File: src/rtl/dpll_mode_pkg.sv
package dpll_mode_pkg;
  localparam int MODE_W = 3;

  typedef enum logic [MODE_W-1:0] {
    MODE_FREE = 3'd0,
    MODE_PRE  = 3'd1,
    MODE_LOCK = 3'd2,
    MODE_TEMP = 3'd3,
    MODE_LOST = 3'd4,
    MODE_HOLD = 3'd5
  } mode_e;

  typedef enum logic [1:0] {
    STAGE_START = 2'd0,
    STAGE_ACQ   = 2'd1,
    STAGE_LOCK  = 2'd2
  } stage_e;

  // strobes from control to datapath
  typedef struct packed {
    logic restartWin;
    logic lockedStat;
    logic closedMode;
  } ctl_t;
endpackage

File: src/rtl/dpll_mode_fsm.sv
module dpll_mode_fsm
  import dpll_mode_pkg::*;
(
  input  logic              clk,
  input  logic              rstN,
  input  logic              inputSel,
  input  logic              qualAvail,
  input  logic              fastLoss,
  input  logic              fastLossSw,
  input  logic              lockInd,
  input  logic              extCtrl,
  input  logic              clkSwitch,
  input  logic              forceReq,
  input  logic [MODE_W-1:0] forceMode,
  output mode_e             modeQ,
  output ctl_t              ctl
);
  mode_e modeD;
  logic  statQ, statD;
  logic  autoCtl, forceOk;

  assign autoCtl = !extCtrl;
  assign forceOk = extCtrl && forceReq && (forceMode <= MODE_W'(MODE_HOLD));

  always_comb begin
    modeD = modeQ;
    if (forceOk) begin
      modeD = mode_e'(forceMode);
    end else begin
      unique case (modeQ)
        MODE_FREE, MODE_HOLD:
          if (autoCtl && inputSel) modeD = MODE_PRE;
        MODE_PRE:
          if (autoCtl && !inputSel)  modeD = MODE_FREE;
          else if (autoCtl && lockInd) modeD = MODE_LOCK;
        MODE_LOCK:
          if (fastLoss && fastLossSw) begin
            if (autoCtl) modeD = MODE_LOST;
          end else if (fastLoss) begin
            modeD = MODE_TEMP;
          end else if (extCtrl && (clkSwitch || !qualAvail)) begin
            modeD = MODE_TEMP;
          end else if (autoCtl && !inputSel) begin
            modeD = MODE_HOLD;
          end
        MODE_TEMP:
          if (inputSel && qualAvail && !fastLoss) modeD = MODE_LOCK;
          else if (autoCtl && !inputSel)          modeD = MODE_HOLD;
        MODE_LOST:
          if (autoCtl && !inputSel)     modeD = MODE_HOLD;
          else if (autoCtl && lockInd)  modeD = MODE_LOCK;
        default: modeD = MODE_FREE;
      endcase
    end
  end

  always_comb begin
    statD = 1'b0;
    if (modeD == MODE_LOCK) begin
      if (modeQ == MODE_LOCK && fastLoss && fastLossSw && !forceOk) statD = 1'b0;
      else if (modeQ != MODE_LOCK || lockInd)                        statD = 1'b1;
      else                                                            statD = statQ;
    end else if (modeD == MODE_TEMP) begin
      statD = statQ;
    end
  end

  always_ff @(posedge clk or negedge rstN) begin
    if (!rstN) begin
      modeQ <= MODE_FREE;
      statQ <= 1'b0;
    end else begin
      modeQ <= modeD;
      statQ <= statD;
    end
  end

  assign ctl.restartWin = (modeD == MODE_PRE || modeD == MODE_LOST) && (modeD != modeQ);
  assign ctl.lockedStat = statQ;
  assign ctl.closedMode = (modeQ == MODE_PRE) || (modeQ == MODE_LOCK) ||
                          (modeQ == MODE_TEMP) || (modeQ == MODE_LOST);
endmodule

File: src/rtl/dpll_mode_dp.sv
module dpll_mode_dp
  import dpll_mode_pkg::*;
#(
  parameter int BW_W       = 5,
  parameter int DAMP_W     = 3,
  parameter int START_SECS = 2
) (
  input  logic              clk,
  input  logic              rstN,
  input  ctl_t              ctl,
  input  logic              inputSel,
  input  logic              secTick,
  input  logic              lockedOnly,
  input  logic [BW_W-1:0]   startBw,
  input  logic [DAMP_W-1:0] startDamp,
  input  logic [BW_W-1:0]   acqBw,
  input  logic [DAMP_W-1:0] acqDamp,
  input  logic [BW_W-1:0]   lockBw,
  input  logic [DAMP_W-1:0] lockDamp,
  output logic              loopClosed,
  output logic [BW_W-1:0]   bwCode,
  output logic [DAMP_W-1:0] dampCode
);
  localparam int CNT_W = $clog2(START_SECS + 1);
  localparam logic [CNT_W-1:0] CNT_MAX = CNT_W'(START_SECS);

  logic [CNT_W-1:0] secCnt;
  stage_e           stage;

  always_ff @(posedge clk or negedge rstN) begin
    if (!rstN)                          secCnt <= '0;
    else if (ctl.restartWin)            secCnt <= '0;
    else if (secTick && secCnt < CNT_MAX) secCnt <= secCnt + 1'b1;
  end

  always_comb begin
    if (lockedOnly || ctl.lockedStat) stage = STAGE_LOCK;
    else if (secCnt < CNT_MAX)         stage = STAGE_START;
    else                               stage = STAGE_ACQ;
  end

  always_comb begin
    unique case (stage)
      STAGE_START: begin bwCode = startBw; dampCode = startDamp; end
      STAGE_ACQ:   begin bwCode = acqBw;   dampCode = acqDamp;   end
      default:     begin bwCode = lockBw;  dampCode = lockDamp;  end
    endcase
  end

  assign loopClosed = ctl.closedMode && inputSel;
endmodule

File: src/rtl/dpll_mode_ctrl.sv
module dpll_mode_ctrl
  import dpll_mode_pkg::*;
#(
  parameter int BW_W       = 5,
  parameter int DAMP_W     = 3,
  parameter int START_SECS = 2
) (
  input  logic              clk,
  input  logic              rstN,
  input  logic              inputSel,
  input  logic              qualAvail,
  input  logic              fastLoss,
  input  logic              fastLossSw,
  input  logic              lockInd,
  input  logic              extCtrl,
  input  logic              clkSwitch,
  input  logic              secTick,
  input  logic              forceReq,
  input  logic [2:0]        forceMode,
  input  logic              lockedOnly,
  input  logic [BW_W-1:0]   startBw,
  input  logic [DAMP_W-1:0] startDamp,
  input  logic [BW_W-1:0]   acqBw,
  input  logic [DAMP_W-1:0] acqDamp,
  input  logic [BW_W-1:0]   lockBw,
  input  logic [DAMP_W-1:0] lockDamp,
  output logic [2:0]        mode,
  output logic              loopClosed,
  output logic [BW_W-1:0]   bwCode,
  output logic [DAMP_W-1:0] dampCode,
  output logic              lockedStat
);
  mode_e modeQ;
  ctl_t  ctl;

  dpll_mode_fsm uFsm (
    .clk(clk), .rstN(rstN), .inputSel(inputSel), .qualAvail(qualAvail),
    .fastLoss(fastLoss), .fastLossSw(fastLossSw), .lockInd(lockInd),
    .extCtrl(extCtrl), .clkSwitch(clkSwitch), .forceReq(forceReq),
    .forceMode(forceMode), .modeQ(modeQ), .ctl(ctl)
  );

  dpll_mode_dp #(.BW_W(BW_W), .DAMP_W(DAMP_W), .START_SECS(START_SECS)) uDp (
    .clk(clk), .rstN(rstN), .ctl(ctl), .inputSel(inputSel), .secTick(secTick),
    .lockedOnly(lockedOnly), .startBw(startBw), .startDamp(startDamp),
    .acqBw(acqBw), .acqDamp(acqDamp), .lockBw(lockBw), .lockDamp(lockDamp),
    .loopClosed(loopClosed), .bwCode(bwCode), .dampCode(dampCode)
  );

  assign mode       = modeQ;
  assign lockedStat = ctl.lockedStat;
endmodule

File: config.mk
export PLATFORM = sky130hd
export DESIGN_NAME = dpll_mode_ctrl
export DESIGN_NICKNAME = d
export VERILOG_FILES = /design/src/rtl/dpll_mode_pkg.sv /design/src/rtl/dpll_mode_fsm.sv /design/src/rtl/dpll_mode_dp.sv /design/src/rtl/dpll_mode_ctrl.sv
export SDC_FILE = /design/constraint.sdc
export NUM_CORES = 1
export LEC_CHECK = 0
export BUFFER_PORTS_ARGS = -buffer_cell sky130_fd_sc_hd__buf_2
export CAP_MARGIN = 30
export CORE_MARGIN = 2
export CORE_UTILIZATION = 36
export DETAILED_ROUTE_END_ITERATION = 6
export PLACE_DENSITY = 0.75
export RECOVER_POWER = 25
export SLEW_MARGIN = 20
export SYNTH_ARGS = -nofsm -noshare
export SYNTH_HDL_FRONTEND = slang
export SYNTH_SLANG_ARGS = --single-unit
export TNS_END_PERCENT = 50
File: constraint.sdc
create_clock -name clk -period 1.8 [get_ports clk]
set_input_delay 0.36 -clock clk [delete_from_list [all_inputs] [get_ports clk]]
set_output_delay 0.36 -clock clk [all_outputs]
set_load 0.03 [all_outputs]
==> metrics.cfg <==
[grt]
antenna_found_initial=0
grt_use_total=0.2046
grt.overflow.total=0
grt_pass1_vias=885
grt_max_degree=17
grt_pass1_wl_um=3774

[timing]
hold_viol_final=0
post-route-period-util=1.063
fmax_mhz=522.8
setup_viol=3
worst_slack_ns=-0.1129
relSlewSlack=0.7814
slew_viol_final=0
skew_ns=0.009842
post-route-min-period_ns=1.913
fin_tns_setup_ns=-0.2533
rsz0062_at_grt=yes
worst_slew_pin_slew_ns=0.3279
timing.hold.ws_ns=0.4655

[logic_synthesis]
syn_area_um2=716.9
synth-async-reset-ratio=1.000
syn_avg_cell_area_um2=7.627
syn_inst=94
synthFlopType=dfrtp_1
yosysTopAreaCellShare=0.2094
synth_commonest_cells=nand2_1, o21ai_0, mux2i_1, nor2_1, dfrtp_1
yosysSeqAreaShare=0.2094
synth-edff-count=0
synth.distinct_cells=34
synth.most_common_cell=nand2_1
synth_area_leaders=dfrtp_1, mux2i_1, nand2_1
syn-num-nets=133
synth_warnings=0
ys_ff_latch=6
synth_largest_area_cell=dfrtp_1

[floorplanning]
fp.dieW_um=48.63
ios=52
core_area_mm2=0.001922
die-area_mm2=0.002364
initial_utilization=0.3730
chipHeight_um=48.63
rows=16

[routing]
avgViaCountPerCell=5.031
wirelength_um=2472
wl_per_cell_um=12.81
drt-initial-drc-count=6
vias=971
remaining_drc_errors=0
drt-pass1-iter-count=4
ant_nets=0

[flow_run]
maxCapViolations=0

[clock_tree]
clock_sinks=6
clock_path_buffers=2
cts_max_level=1
cts_tree=built
cts_buffers=3
clockRootBuffer=clkbuf_4
clk_pin_slew_worst_paths_ns=0.05
clock_latency_ns=0.25

[status]
violations=negative setup slack
status=complete, but fails checks

[cells_and_area]
seq_area_um2=156.4
antennaDiodeCount=0
nNetsFinal=206
multi_input_area_um2=619.3
fill_cells=166
layout-drive-gt1-share=0.6145
areaGrowthSynthToFinish_pct=79.41

[setup_path]
path_buf_inv=1
slowest_stage=dfrtp_2
required_ns=1.92
r2r_cells=7
cp_top_family=simple AND/OR/NAND/NOR gates
slowest_delay_ns=0.43
startpoint_type=flop
cp.depth=7
critPathKind=reg2reg
cp_max_fo=4
cp_common_cell=nor3b_4
crit_path_end_kind=flop
cp_cell_sequence=buf_6 -> nor3b_4 -> nand2_1 -> or2_4 -> a311oi_4 -> nor3b_4 -> nor3_1
worstPathArrival_ns=2.04

[place]
place_congestion=0.9470
dp_hpwl_um=1893
io_buffers=51

[power_and_ir_drop]
leakage_nw=0.6289
vdd_drop_max_v=0.0009790
p_total_mw=1.758
powerDensity_mw_per_mm2=1367

[hold_path]
hold_depth=3
min_path_type=in2reg

==> power by group <==
part	leakage [nW]	internal [mW]	total [mW]	switching, mW
combinational	0.545	0.600	1.32	0.716
sequential	0.0694	0.208	0.305	0.0968
clock	0.0150	0.0843	0.138	0.0538
==> worst register-to-register path: stages, from the launching register on <==
cell      delay [ns]
dfrtp_2         0.43
buf_6           0.14
nor3b_4         0.21
nand2_1         0.09
or2_4           0.24
a311oi_4        0.33
nor3b_4         0.27
nor3_1          0.07
==> sequential cells by signal, summed over array words and instances (netlist names) <==
register	count
uFsm.statQ	1
uDp.secCnt	2
uFsm.modeQ	3
==> path summary, 6_finish.rpt <==
| kind | start | endpoint | slack, ns |
|---|---|---|---|
| max in group asynchronous | rstN | uFsm.modeQ[0]$_DFF_PN0_ | 1.02 |
| max | uFsm.modeQ[2]$_DFF_PN0_ | uDp.secCnt[0]$_DFFE_PN0P_ | -0.11 |
| min in group asynchronous | rstN | uFsm.modeQ[1]$_DFF_PN0_ | 0.51 |
| min | secTick | uDp.secCnt[1]$_DFFE_PN0P_ | 0.47 |
| max reg2reg | uFsm.modeQ[2]$_DFF_PN0_ | uDp.secCnt[0]$_DFFE_PN0P_ | -0.11 |
| min reg2reg | uDp.secCnt[0]$_DFFE_PN0P_ | uDp.secCnt[0]$_DFFE_PN0P_ | 0.57 |
==> routing by layer <==
metal  part of all wire  up-vias  GRT usage
li1                   -      488          -
met1               0.41      417     0.2207
met2               0.46       58     0.3607
met3              0.099        8    0.05247
met4              0.028        0     0.1143
met5                  0        -          0
==> placed cells by master, fill, tap and decap left out, drive strengths merged, types with 3 or more instances in the layout <==
cell type	n
a21oi	5
inv	4
buf	71
nor2b	4
clkbuf	5
mux2i	8
nor2	8
dfrtp	6
nor3b	3
or2	3
nand2	14
o21ai	11
==> metrics by stage <==
step	utilization	cells	setup slack [ns]	cell area (um^2)
floorplan	-	94	-0.08124	775.7
global placement	0.6087	185	-0.04190	1170
detailed placement	0.6087	185	-0.09866	1170
CTS	0.6491	192	-0.1068	1247
global route	0.6693	193	-0.1887	1286
finish	0.6693	193	-0.1129	1286
==> kinds of logic (layout without fill, tap and decap cells) <==
group | count (synthesis) | in the layout | share of synthesized area
mux | 8 | 8 | 0.1117
flops | 6 | 6 | 0.2094
compound gates | 32 | 32 | 0.3351
simple gates | 38 | 38 | 0.2810
xor+xnor | 1 | 1 | 0.01222
buf+inv | 9 | 81 | 0.05060
==> timing repair <==
| action | 4_1_cts | 5_1_grt |
|---|---|---|
| hold buffers | 1 | 0 |
| endpoints found under the setup margin | 12 | 12 |
| resized for setup | 7 | 8 |
| endpoints found under the hold margin | 6 | 0 |
| buffers inserted | 2 | 1 |
| pin swaps | 3 | 7 |
==> area by class of cell <==
type | count | share of cell area
flip-flops and latches | 6 | 0.1216
inverters | 4 | 0.01167
clock buffers | 4 | 0.02043
repair buffers | 73 | 0.3385
multi-input cells | 79 | 0.4815
well taps | 27 | 0.02626
(Power assumes the default switching activity.)
